--- src/rtl/lcd_nibble_ctrl.sv ---
module lcd_nibble_ctrl #(
  parameter int unsigned CLK_HZ = 50_000_000
) (
  input  logic       clk,
  input  logic       rst_n,
  input  logic       req_valid,
  output logic       req_ready,
  input  logic [1:0] req_kind,
  input  logic [7:0] req_byte,
  input  logic       req_line,
  input  logic [3:0] req_col,
  output logic       lcd_e,
  output logic       lcd_rs,
  output logic       lcd_rw,
  output logic [3:0] lcd_db,
  output logic       lcd_drive
);

  // cycles strictly longer than the given time in ns
  function automatic longint unsigned over_ns(longint unsigned ns);
    return (ns * longint'(CLK_HZ)) / 64'd1_000_000_000 + 64'd1;
  endfunction

  localparam int unsigned N_PWR   = 32'(over_ns(15_000_000));
  localparam int unsigned N_I1    = 32'(over_ns(4_100_000));
  localparam int unsigned N_I2    = 32'(over_ns(100_000));
  localparam int unsigned N_SHORT = 32'(over_ns(40_000));
  localparam int unsigned N_CLR   = 32'(over_ns(1_640_000));
  localparam int unsigned N_NIB   = 32'(over_ns(1_000));
  localparam int unsigned N_SU    = 32'(over_ns(40));
  localparam int unsigned N_EH    = 32'(over_ns(230));
  localparam int          TW      = $clog2(N_PWR + 1);
  localparam int unsigned LAST_STEP = 8;

  typedef enum logic [1:0] {S_PWR, S_LOAD, S_XFER, S_IDLE} st_t;
  typedef enum logic [1:0] {P_SU, P_HI, P_GAP} ph_t;

  st_t           st;
  ph_t           ph;
  logic [3:0]    step;
  logic [TW-1:0] timer;
  logic [TW-1:0] xtail;
  logic [7:0]    xbyte;
  logic          xtwo, xlow;

  logic          start, ld_two, ld_rs;
  logic [7:0]    ld_byte;
  logic [TW-1:0] ld_tail;

  assign req_ready = (st == S_IDLE);
  assign lcd_rw    = 1'b0;
  assign start     = (st == S_LOAD) || (st == S_IDLE && req_valid);

  always_comb begin
    ld_two  = 1'b1;
    ld_rs   = 1'b0;
    ld_byte = 8'h00;
    ld_tail = TW'(N_SHORT - 1);
    if (st == S_IDLE) begin
      ld_byte = req_kind[1] ? {1'b1, req_line, 2'b00, req_col} : req_byte;
      ld_rs   = ~req_kind[1] & req_kind[0];
      if (!ld_rs && ld_byte == 8'h01) ld_tail = TW'(N_CLR - 1);
    end else begin
      case (step[2:0])
        3'd0: begin ld_two = 1'b0; ld_byte = 8'h30; ld_tail = TW'(N_I1 - 1); end
        3'd1: begin ld_two = 1'b0; ld_byte = 8'h30; ld_tail = TW'(N_I2 - 1); end
        3'd2: begin ld_two = 1'b0; ld_byte = 8'h30; end
        3'd3: begin ld_two = 1'b0; ld_byte = 8'h20; end
        3'd4: ld_byte = 8'h28;
        3'd5: ld_byte = 8'h06;
        3'd6: ld_byte = 8'h0C;
        default: begin ld_byte = 8'h01; ld_tail = TW'(N_CLR - 1); end
      endcase
    end
  end

  always_ff @(posedge clk) begin
    if (!rst_n) begin
      st        <= S_PWR;
      ph        <= P_SU;
      step      <= '0;
      timer     <= TW'(N_PWR - 1);
      xtail     <= '0;
      xbyte     <= '0;
      xtwo      <= 1'b0;
      xlow      <= 1'b0;
      lcd_e     <= 1'b0;
      lcd_rs    <= 1'b0;
      lcd_db    <= '0;
      lcd_drive <= 1'b0;
    end else if (start) begin
      st        <= S_XFER;
      ph        <= P_SU;
      timer     <= TW'(N_SU - 1);
      xbyte     <= ld_byte;
      xtwo      <= ld_two;
      xtail     <= ld_tail;
      xlow      <= 1'b0;
      lcd_rs    <= ld_rs;
      lcd_db    <= ld_byte[7:4];
      lcd_drive <= 1'b1;
      if (st == S_LOAD) step <= step + 4'd1;
    end else if (st == S_PWR) begin
      if (timer == '0) st <= S_LOAD;
      else timer <= timer - 1'b1;
    end else if (st == S_XFER) begin
      if (timer != '0) begin
        timer <= timer - 1'b1;
      end else begin
        case (ph)
          P_SU: begin
            lcd_e <= 1'b1;
            ph    <= P_HI;
            timer <= TW'(N_EH - 1);
          end
          P_HI: begin
            lcd_e <= 1'b0;
            ph    <= P_GAP;
            timer <= (xtwo && !xlow) ? TW'(N_NIB - 1) : xtail;
          end
          default: begin
            if (xtwo && !xlow) begin
              xlow   <= 1'b1;
              lcd_db <= xbyte[3:0];
              ph     <= P_SU;
              timer  <= TW'(N_SU - 1);
            end else begin
              lcd_drive <= 1'b0;
              lcd_db    <= '0;
              lcd_rs    <= 1'b0;
              st        <= (step == 4'(LAST_STEP)) ? S_IDLE : S_LOAD;
            end
          end
        endcase
      end
    end
  end

  AST_STROBE_OWNS_BUS: assert property (@(posedge clk) disable iff (!rst_n)
    lcd_e |-> lcd_drive);
  AST_RELEASED_BUS_QUIET: assert property (@(posedge clk) disable iff (!rst_n)
    !lcd_drive |-> (lcd_db == 4'h0 && !lcd_rs && !lcd_e));
  AST_NO_READY_WHILE_DRIVING: assert property (@(posedge clk) disable iff (!rst_n)
    lcd_drive |-> !req_ready);
  AST_SETUP_BEFORE_STROBE: assert property (@(posedge clk) disable iff (!rst_n)
    $rose(lcd_e) |-> $stable({lcd_rs, lcd_db}));
  AST_HOLD_DURING_STROBE: assert property (@(posedge clk) disable iff (!rst_n)
    (lcd_e && $past(lcd_e)) |-> $stable({lcd_rs, lcd_db}));

endmodule

--- config.mk ---
export PLATFORM = sky130hd
export DESIGN_NAME = lcd_nibble_ctrl
export DESIGN_NICKNAME = d
export VERILOG_FILES = /design/src/rtl/lcd_nibble_ctrl.sv
export SDC_FILE = /design/constraint.sdc
export NUM_CORES = 1
export LEC_CHECK = 0
export CAP_MARGIN = 15
export CORE_ASPECT_RATIO = 0.9
export CORE_MARGIN = 8
export CORE_UTILIZATION = 45
export CTS_CLUSTER_SIZE = 40
export DETAILED_ROUTE_END_ITERATION = 8
export DONT_BUFFER_PORTS = 1
export SLEW_MARGIN = 20
export SYNTH_ARGS = -nofsm -noshare
export SYNTH_HDL_FRONTEND = slang
export SYNTH_SLANG_ARGS = --single-unit
--- constraint.sdc ---
create_clock -name clk -period 3.1 [get_ports clk]
set_input_delay 0.465 -clock clk [delete_from_list [all_inputs] [get_ports clk]]
set_output_delay 0.465 -clock clk [all_outputs]
set_load 0.02 [all_outputs]
==> results of run 1 <==
==> report_power, final <==
group          total [mW]  switching [mW]  internal (mW)
sequential          0.681          0.0158          0.665
combinational      0.0780          0.0434         0.0346
clock               0.497           0.232          0.266
total                1.26           0.291          0.965
==> how the worst min path moves through the flow <==
stage	startpoint	endpoint	slack, ps
after floorplan	xbyte[2]$_SDFFE_PN0P_	xbyte[2]$_SDFFE_PN0P_	440
after global placement	xtail[3]$_SDFFE_PN0P_	xtail[3]$_SDFFE_PN0P_	450
after detailed placement	xtail[3]$_SDFFE_PN0P_	xtail[3]$_SDFFE_PN0P_	450
after CTS	rst_n	timer[8]$_SDFFE_PN1P_	210
after global routing	rst_n	timer[8]$_SDFFE_PN1P_	200
final	rst_n	timer[8]$_SDFFE_PN1P_	220
==> sequential cells by signal, indices dropped and copies added (netlist names) <==
register	flops
xtail	10
lcd_drive	1
step	4
timer	20
xtwo	1
ph	2
lcd_rs	1
xbyte	4
st	2
lcd_db	4
lcd_e	1
xlow	1
==> area by class of cell <==
cell class / count / area share
multi-input combinational: 285 / 0.562
timing repair buffer: 8 / 0.0192
sequential: 51 / 0.327
clock buffer: 6 / 0.0264
inverter: 14 / 0.0168
clock inverter: 2 / 0.0124
tap: 90 / 0.0360
==> cells in the final DEF, fill, tap and decap left out, types with 3 or more instances in the layout <==
cell	n
nor3b_1	3
inv_1	13
o21ai_0	27
clkbuf_8	6
a211oi_1	9
nor3_1	17
and2_1	3
a31oi_1	6
a311oi_1	3
dfxtp_1	51
or4_1	3
buf_4	8
nand3_1	14
ha_1	7
nand4_1	11
a211o_1	3
nor2b_1	3
nand2_1	34
a21oi_1	25
nor4_1	6
nor2_1	38
or3_1	6
o21a_1	4
mux2i_1	6
o211ai_1	3
a221oi_1	3
or2_2	3
==> kinds of logic after synthesis <==
group	count (synthesis)	synth area share
AND/OR/NAND/NOR	160	0.291
adder cells (fa/ha/maj)	7	0.0296
AO/OA/AOI/OAI	107	0.238
other	1	0.00127
multiplexers	6	0.0203
XOR/XNOR	4	0.0118
buffers and inverters	37	0.0634
flip-flops	51	0.345
==> per-stage QoR <==
stage | instances | cell area, sq um
3_5_place_dp | 448 | 3000
2_1_floorplan | 373 | 2960
3_3_place_gp | 448 | 3000
6_report | 456 | 3130
4_1_cts | 456 | 3120
5_1_grt | 456 | 3130
==> worst max-delay path: cells and delay by family, from the launching register on <==
| kind | cells | cell delay (ps) |
|---|---|---|
| AO/OA/AOI/OAI | 1 | 150 |
| adder cells (fa/ha/maj) | 1 | 140 |
| buffers and inverters | 1 | 100 |
| flip-flops | 1 | 340 |
| AND/OR/NAND/NOR | 4 | 1750 |
==> per-layer routing <==
metal,up-vias,part of all wire,global-route usage
li1,1366,-,-
met1,1320,0.50,0.261
met2,93,0.42,0.254
met3,17,0.064,0.0397
met4,0,0.020,0.0545
met5,-,0,0
==> results, run 1 <==
- The worst setup timing slack at the placement stage is 632 ps.
- The first detailed-routing pass ran for 7 iterations.
- Setup violations remaining at the end of the flow were counted as 0.
- The storage element area is 1020 sq um.
- The share of synthesized area in the top cell type comes to 0.345.
- The setup fix buffers added after clock tree synthesis is 0.
- Yosys attributes the largest share of cell area to dfxtp_1 (34%), nor2_1 (4.8%), o21ai_0 (4.6%).
- The most critical setup path has its startpoint at timer[0]$_SDFFE_PP0P_.
- The endpoint of the most critical register-to-register path is timer[1]$_SDFFE_PN0P_.
- The most frequent cell after synthesis is dfxtp_1.
- For the pin with the worst max-slew slack, the measured transition is 859 ps.
- The post-CTS resize count is 0.
- The synthesized area per cell is 7.94 sq um.
- Setup slack on the worst reg-to-reg path comes out at 500 ps.
- The total via count after detailed routing is 2796.
- Data on the critical path is required at its endpoint by 3300 ps.
- Synthesis produced a netlist with a net count of 398.
- The cell area after synthesis is 2960 sq um.
- The combined global-route utilization of all metal layers is 0.180.
- In the routed design, unresolved DRC markers number 0.
- Timing would allow up to 385 MHz.
- TritonCTS built the clock tree.
- The multi-input gate area in the final layout is 1760 sq um.
- The highest ir drop seen on vdd is 0.000359 V.
- The fraction of layout cells with a size suffix above 1 is 0.0847.
- The type of origin of the critical path is a flop.
- The die footprint is 9430 sq um.
- The number of buffers added by the clock tree synthesis step is 5.
- The total number of H-tree levels is 2.
- The final hold violation count was 0.
- The hold-critical path depth is 1.
- Of the available clock period, the critical path in the final layout requires 0.838.
- After clock tree synthesis, the clock-pin slew on the worst setup and hold paths is 100 ps.
- The post-layout total power is 1.26 mW.
- After synthesis, the share of flip-flops with an asynchronous set or reset is 0.
- In this run the tightest slew margin relative to its limit is 0.428.
- The total area inside the core boundary comes to 6480 sq um.
- Dividing the detail-routed via count by the number of cells gives 6.13.
- The number of rows in the core area is 28.
- The largest area contributor in the synthesized netlist is dfxtp_1.
- The number of max-slew violations in the final report is 0.
- The minimum period implied by the final worst setup slack is 2600 ps.
- The number of flops mapped to enable cells by yosys is 0.
- The final weighted congestion in routability-driven placement is 0.876.
- The tightest hold path in the finished design has a slack of 221 ps.
- Setup repair after global routing left no endpoint under its margin.
- Compared with the post-synthesis result, the final layout area differs by 5.58%.
- Traced cell by cell, the critical path runs through inv_1, ha_1, nor4b_1, nand4_1, nor4b_4, o21ai_0, and4b_1.
- The run finished with clean final reports.
- The root buffer selected by CTS is clkbuf_8.
- The final design utilization is 0.482.
- The final wirelength is 8.11 mm.
- In this run the critical register-to-register path is launched from timer[0]$_SDFFE_PP0P_.
- The min-delay analysis places its worst path in the category in -> reg.
- The antenna diode count is 0.
- The detailed router finished its first iteration with 233 violations.
- The most critical setup path has its endpoint at timer[1]$_SDFFE_PN0P_.
- The signal arrival time at the worst endpoint is 2800 ps.
- The final worst setup slack is 501 ps.
- The tool flagged a number of max-cap violations equal to 0.
- The count of cell types in the netlist is 66.
- The average routed wire per standard cell is 17.8 microns.
- The via count of the first global-routing pass came to 2555.
- For this run, the leading register cell type out of synthesis is dfxtp_1.
- Of all nets on the critical path, the largest fanout is 10.
- The library cell contributing the largest single delay on the critical path is nor4b_1.
- Setup total negative slack on the finished layout was measured at 0 ps.
- The net count reported at finish is 390.
- The cell count after synthesis is 373.
- The horizontal extent of the die is 101 microns.
- The register area share after synthesis is 0.345.
- The HPWL after detailed placement is 5.88 mm.
- The number of cells on the worst reg-to-reg path is 7.
- After clock tree synthesis, the flow added hold-fix buffers numbering 0.
- After synthesis, the most frequently instantiated cells are dfxtp_1 (51), nor2_1 (38), nand2_1 (34).
- The critical path in this run is classified as reg -> reg.
- The nature of the critical path endpoint is a flop.
- The number of buffers on the longest clock path is 2.
- Pin placement for this block handled 27 I/O pins.
- The total grt overflow is 0.
- Counting the fill cells in the layout gives 624.
- The synthesized design contains 51 register bits.
- At the later pin of the worst-skew pair, clock insertion delay measures 310 ps.
- Dividing total power by cell area gives a power density of 402 nW/um^2.
- Yosys printed 0 warnings.
- The wire length of the first global-routing pass is 13.5 mm.
- The delay contributed by the slowest stage of the critical path is 610 ps.
- The largest net degree at the start of global routing is 25.
- The initial core utilization is 0.457.
- The number of antenna violations at the first check in global routing came to 0.
- The number of nets with antenna violations after routing is 0.
- The die is 92.9 microns tall.
- The clock net sink count is 51.
- The number of buffers added on ports is 0.
- The final worst clock skew is 10.8 ps.
- In this run the static leakage power is 1.08 nW.
(Power assumes the default switching activity.)
==> run 2, diff against run 1 <==
Clock period 3.1 ns to 2.4 ns, I/O delays scaled along.
==> run 2 against run 1 <==
Against the previous run: clock-buffer cell count unchanged; critical path type unchanged; highest routed layer unchanged; design area is 2.2% higher; largest cell class unchanged; flip-flop and latch count unchanged.
==> results, run 2 (synthesis gave the netlist of run 1 again) <==
- The fraction of layout cells with a size suffix above 1 is 0.120.
- The final worst clock skew is 9.53 ps.
- For this run, global-route usage on met3 was measured as 0.0375.
- The signal on the critical path passes through or4_4, nor4_2, buf_4, nand2_1, or4_1, a31oi_1.
- The number of buffers added on ports is 0.
- Clock-pin slew was measured on the worst setup and hold paths at 100 ps.
- The synthesis-to-finish area growth is 7.86%.
- The total grt overflow is 0.
- The beginning of the worst hold path is rst_n.
- The wire length of the first global-routing pass is 13.8 mm.
- At the later pin of the worst-skew pair, clock insertion delay measures 310 ps.
- The minimum period implied by the final worst setup slack is 2250 ps.
- The die covers 9430 sq um.
- The area of placed instances is 3070 sq um.
- The final cell count without fillers is 466.
- The DRC violations left is 0.
- The clock net sink count is 51.
- The number of buffers on the longest clock path is 2.
- At the end of routability-driven placement, the weighted congestion stood at 0.870.
- The library cells used most frequently in the layout, excluding fill and tap cells, are dfxtp_1 (50), nor2_1 (38), nand2_1 (34).
- The detailed router's first-iteration violation count is 253.
- After detailed routing, the total wire length is 8.39 mm.
- The cell area after layout is 3190 sq um.
- Based on the critical path, the design can be clocked at up to 444 MHz.
- During I/O placement, the number of pins put on the boundary was 27.
- The share of the cycle needed by the critical path after routing is 0.937.
- The slack of the worst reg-to-reg path is 150 ps.
- The root buffer selected by CTS is clkbuf_8.
- The endpoint of the most critical register-to-register path is timer[0]$_SDFFE_PP0P_.
- Dividing total power by cell area gives a power density of 477 nW/um^2.
- The setup fix buffers added after clock tree synthesis is 0.
- The number of hold buffers added after cts is 0.
- In the global route stage, met2 resource usage came out at 0.248.
- The number of flip-flops under the largest register name is 20.
- The clock tree from TritonCTS is yes.
- Along the worst hold path, the cell count comes to 1.
- The storage element area is 1020 sq um.
- The die height is 92.9 microns.
- The critical path required time is 2630 ps.
- The standby leakage power is 1.12 nW.
- The slew of the pin with the lowest slew margin is 889 ps.
- The number of cells on the worst reg-to-reg path is 6.
- In the post-route analysis, the smallest setup slack over all paths is 150 ps.
- Entering global routing, the biggest net connects 24 pins.
- The HPWL after detailed placement is 6.29 mm.
- Setup repair after global routing left no endpoint under its margin.
- The worst setup path is captured at a flop.
- The antenna diode count is 0.
- The most frequent standard cell in the layout excluding fill and tap cells is dfxtp_1.
- Headroom to the max-slew limit came out at 0.407.
- The average vias per placed instance is 6.06.
- The final setup violation count is 0.
- The worst hold path terminates at timer[8]$_SDFFE_PN1P_.
- The worst-path maximum fanout is 11.
- The core outline area is 6480 sq um.
- The horizontal extent of the die is 101 microns.
- The number of max-slew violations in the final report is 0.
- The count of nets left with antenna violations once routing finished came out at 0.
- The largest registers in the layout are timer: 20 flops, xtail: 10 flops.
- For this configuration, the core starts out at a cell density of 0.457.
- In the final layout, the multi-input gates occupy 1770 sq um.
- The filler cells instantiated in the layout total 640.
- The class of the most critical hold timing path is in -> reg.
- The max-cap violation count is 0.
- The number of antenna violations at the first check in global routing came to 0.
- The final design utilization is 0.493.
- The worst setup timing slack at the placement stage is 160 ps.
- For met1 alone, demand over resource in global routing was 0.289.
- The number of rows in the core area is 28.
- The kind of critical path is reg -> reg.
- The total number of H-tree levels is 2.
- STA puts the critical path data arrival time at 2480 ps.
- The slowest stage of the critical path belongs to the cell or4_4.
- The worst setup path is launched from a flop.
- More flip-flops sit in one register than any other, and that register is timer.
- The net count reported at finish is 400.
- After detailed placement, the design holds a cell count of 458.
- The startpoint identified for the worst register-to-register timing path is timer[13]$_SDFFE_PN1P_.
- The delay contributed by the slowest stage of the critical path is 570 ps.
- The pre-antenna-repair detailed-routing pass consisted of 5 iterations.
- The via count of the first global-routing pass was 2494.
- The run finished with clean final reports.
- The final hold violation count is 0.
- The number of buffers added by the clock tree synthesis step is 5.
- The setup total negative slack is 0 ps.
- For this block, the via count after detailed routing is 2824.
- The post-layout total power is 1.52 mW.
- The global routing's busiest layer is met1.
- The combined global-route utilization of all metal layers is 0.186.
- The average routed wire per standard cell is 18.0 microns.
- The worst-case IR drop observed on VDD is 0.000258 V.
- Hold is met by 114 ps.
## run 2: cell types whose count changed in the layout (fill, tap and decap cells not counted), sizes merged
cell and delta:
buf +10, bufinv -1, clkinv +1, clkinvlp +1
inv -1
## run 2: what timing repair did
action                                  4_1_cts  5_1_grt
resized for setup                             0        5
endpoints found under the setup margin        0        9
endpoints found under the hold margin         0        0
## run 2: metal layers
metal  wire length [microns]  part of all wire  vias to the layer above
li1                        -                 -                     1386
met1                    4220              0.50                     1337
met2                    3480              0.41                       93
met3                     593             0.071                        8
met4                     102             0.012                        0
met5                       0                 0                        -
## run 2: worst max-delay path by stage
stage	from	endpoint	slack, ps	cells past startpoint
global route	timer[13]$_SDFFE_PN1P_	timer[0]$_SDFFE_PP0P_	20	6
CTS	timer[0]$_SDFFE_PP0P_	timer[17]$_SDFFE_PN1P_	120	7
floorplan	timer[13]$_SDFFE_PN1P_	timer[17]$_SDFFE_PN1P_	130	8
finish	timer[13]$_SDFFE_PN1P_	timer[0]$_SDFFE_PP0P_	150	6
detailed placement	timer[0]$_SDFFE_PP0P_	timer[17]$_SDFFE_PN1P_	160	7
global placement	timer[4]$_SDFFE_PN1P_	timer[0]$_SDFFE_PP0P_	180	6
## run 2: area by class of cell
cell class | instances | share of cell area
Inverter | 14 | 0.0165
Timing Repair Buffer | 18 | 0.0423
Clock inverter | 2 | 0.00509
Tap cell | 90 | 0.0353
Multi-Input combinational cell | 285 | 0.555
Clock buffer | 6 | 0.0259
Sequential cell | 51 | 0.320
## run 2: worst max-delay path, delay by kind of cell (launching register included)
kind / cells / cell delay [ps]
simple gates: 4 / 1450
compound gates: 1 / 180
buf+inv: 1 / 210
flops: 1 / 320
## run 2: power by group
group | internal, mW | total, mW | switching (mW)
logic | 0.0456 | 0.105 | 0.0591
registers | 0.859 | 0.880 | 0.0212
clock network | 0.236 | 0.539 | 0.303
total | 1.14 | 1.52 | 0.383
==> run 3, diff against run 2 <==
Settings changed: REMOVE_ABC_BUFFERS from default to 1.
==> run 3 against run 2 <==
Against the previous run: combinational power rose by 4%; critical path depth up 3; largest power group unchanged; power increased by 4.7%; sequential share of layout area hardly changed; critical endpoint is now timer[12]$_SDFFE_PN1P_; worst hold slack better by 3.0 ps.
==> results, run 3 (synthesis gave the netlist of run 1 again) <==
- The flow ran to the end, and the final reports show no timing, DRC or antenna violations.
- The top-level port count is 27.
- The slack of the worst reg-to-reg path is 100 ps.
- Setup repair after global routing left no endpoint under its margin.
- The average routed wire per standard cell is 17.0 microns.
- The internal portion of the total power is 1.22 mW.
- The fraction of layout cells with a size suffix above 1 is 0.109.
- The final wirelength is 7.96 mm.
- The library cells used most frequently in the layout, excluding fill and tap cells, are dfxtp_1 (51), nor2_1 (38), nand2_1 (34).
- For the final database, setup skew stands at 7.04 ps.
- The final hold violation count is 0.
- Power comes to 1.60 mW.
- In this run the worst path has a maximum fanout of 8.
- In the final layout, the registers with the most flip-flops are timer: 20 flops, xtail: 10 flops.
- The first TritonRoute pass finished after 4 iterations.
- The number of buffers on the longest clock path is 2.
- The number of flip-flops under the largest register name is 20.
- The met2 track demand over resource is 0.251.
- The detailed router's first-iteration violation count is 144.
- The synthesis-to-finish area growth is 7.86%.
- At the later pin of the worst-skew pair, clock insertion delay measures 300 ps.
- The count of nets left with antenna violations once routing finished came out at 0.
- In the global route stage, met1 resource usage came out at 0.240.
- Of the total power, combinational logic draws 0.068.
- The number of antenna violations at the first check in global routing is 0.
- In this run the tightest slew margin relative to its limit is 0.466.
- The critical path startpoint is timer[0]$_SDFFE_PP0P_.
- The last element of the critical path is timer[12]$_SDFFE_PN1P_.
- The horizontal extent of the die is 101 microns.
- The worst reg2reg path startpoint is timer[0]$_SDFFE_PP0P_.
- The worst setup path is launched from a flop.
- The core outline area is 6480 sq um.
- Routability-driven placement finished with a final weighted congestion of 0.915.
- The number of rows in the core area is 28.
- Counting flops per register, the top entry is timer.
- The die is 92.9 microns tall.
- The total number of H-tree levels is 2.
- The highest ir drop seen on vdd is 0.000269 V.
- The met3 layer usage reported by global route is 0.0435.
- Detailed routing inserted a total of 2780 vias.
- In the finished design, the share of the clock period the worst path needs comes to 0.958.
- After routing the design area is 3190 sq um.
- The DRC violations left is 0.
- The net count reported at finish is 401.
- The number of cells on the worst reg-to-reg path is 9.
- The via count of the first global-routing pass was 2490.
- The worst hold path belongs to the class in -> reg.
- The count of buffers added on input and output ports is 0.
- The wire length of the first global-routing pass is 13.1 mm.
- Summed over all layers, the global routing overflow is 0.
- The die footprint is 9430 sq um.
- The HPWL after detailed placement is 5.90 mm.
- The global routing's busiest layer is met2.
- The repair_antennas step left the layout with diodes totalling 0.
- Data on the critical path arrives at its endpoint at 2540 ps.
- The combined global-route utilization of all metal layers is 0.172.
- The number of max-slew violations in the final report is 0.
- STA puts the critical path data required time at 2640 ps.
- The nature of the critical path endpoint is a flop.
- Dividing the detail-routed via count by the number of cells gives 5.95.
- The critical path is of the reg -> reg type.
- The worst register-to-register path ends at timer[12]$_SDFFE_PN1P_.
- The minimum period implied by the final worst setup slack is 2300 ps.
- The initial core utilization is 0.457.
- The register clock-pin slew on the reported worst setup and hold paths is 100 ps.
- The number of buffers added by the clock tree synthesis step is 5.
- The cell sitting at the root of the clock tree is a clkbuf_8.
- Setup violations remaining at the end of the flow were counted as 0.
- CTS saw 51 sinks.
- The sequential cell fraction of total power is 0.548.
- Derived from the worst setup path, the maximum achievable clock frequency is 435 MHz.
- The setup total negative slack is 0 ps.
- The standby leakage power is 1.12 nW.
- Of the total power, the share spent switching nets is 0.236.
- The total power divided by cell area is 500 nW/um^2.
- The post-CTS resize count is 0.
- Summing all placed instances gives a cell area of 3080 sq um.
- The hold-critical path depth is 1.
- The clock share of power is 0.384.
- The clock tree from TritonCTS is yes.
- For the pin with the worst max-slew slack, the measured transition is 792 ps.
- The most frequent standard cell in the layout excluding fill and tap cells is dfxtp_1.
- In this run the post-CTS setup repair buffer count came out at 0.
- Across the run, the number of max-cap violations was 0.
- The largest net degree at the start of global routing is 24.
- The analysis attributes to net switching a power of 0.377 mW.
- For this design, the CTS-stage hold fixing added 0 buffers.
run 3: cell count changes in the layout (fill, tap and decap cells not counted), sizes merged:
cell,delta
buf,+1
bufinv,+1
clkbuf,-1
clkinvlp,-1
clkinv,+1
run 3: worst max-delay path: stages, from the launching register on:
cell	delay [ps]
dfxtp_1	360
inv_1	120
ha_1	170
nor4b_1	400
buf_4	220
nand4_1	180
nor4b_4	360
buf_4	220
a211oi_1	60
o21ai_0	160
run 3: metrics by stage:
stage               hold slack (ps)   util  cells  worst slack [ps]
finish                          117  0.493    467               101
global route                    107  0.493    467              16.7
CTS                             117  0.493    467               127
detailed placement              438  0.475    459               156
global placement                436  0.475    459               140
floorplan                       432      -    350              43.5
run 3: worst min-delay path by stage:
stage,from,end
after floorplan,rst_n,timer[17]$_SDFFE_PN1P_
after global placement,rst_n,timer[8]$_SDFFE_PN1P_
after detailed placement,rst_n,timer[8]$_SDFFE_PN1P_
after CTS,rst_n,timer[8]$_SDFFE_PN1P_
after global routing,rst_n,timer[17]$_SDFFE_PN1P_
final,rst_n,timer[8]$_SDFFE_PN1P_
run 3: area by class of cell:
| type | count | area, sq um |
|---|---|---|
| fillers | 650 | 3290 |
| multi-input cells | 285 | 1750 |
| flip-flops and latches | 51 | 1020 |
| repair buffers | 19 | 143 |
| well taps | 90 | 113 |
| clock buffers | 5 | 68.8 |
| inverters | 14 | 52.6 |
| clock inverters | 3 | 43.8 |
run 3: power groups by stage:
stage / logic [mW] / registers, mW / clock network [mW]
after floorplan: 0.0718 / 0.893 / 0
after global placement: 0.106 / 0.893 / 0
after detailed placement: 0.106 / 0.894 / 0
after CTS: 0.107 / 0.875 / 0.627
after global routing: 0.120 / 0.877 / 0.662
final: 0.109 / 0.875 / 0.612
run 3: routing by layer:
layer / vias up / part of all wire
li1: 1386 / -
met1: 1297 / 0.48
met2: 83 / 0.44
met3: 14 / 0.061
met4: 0 / 0.020
met5: - / 0
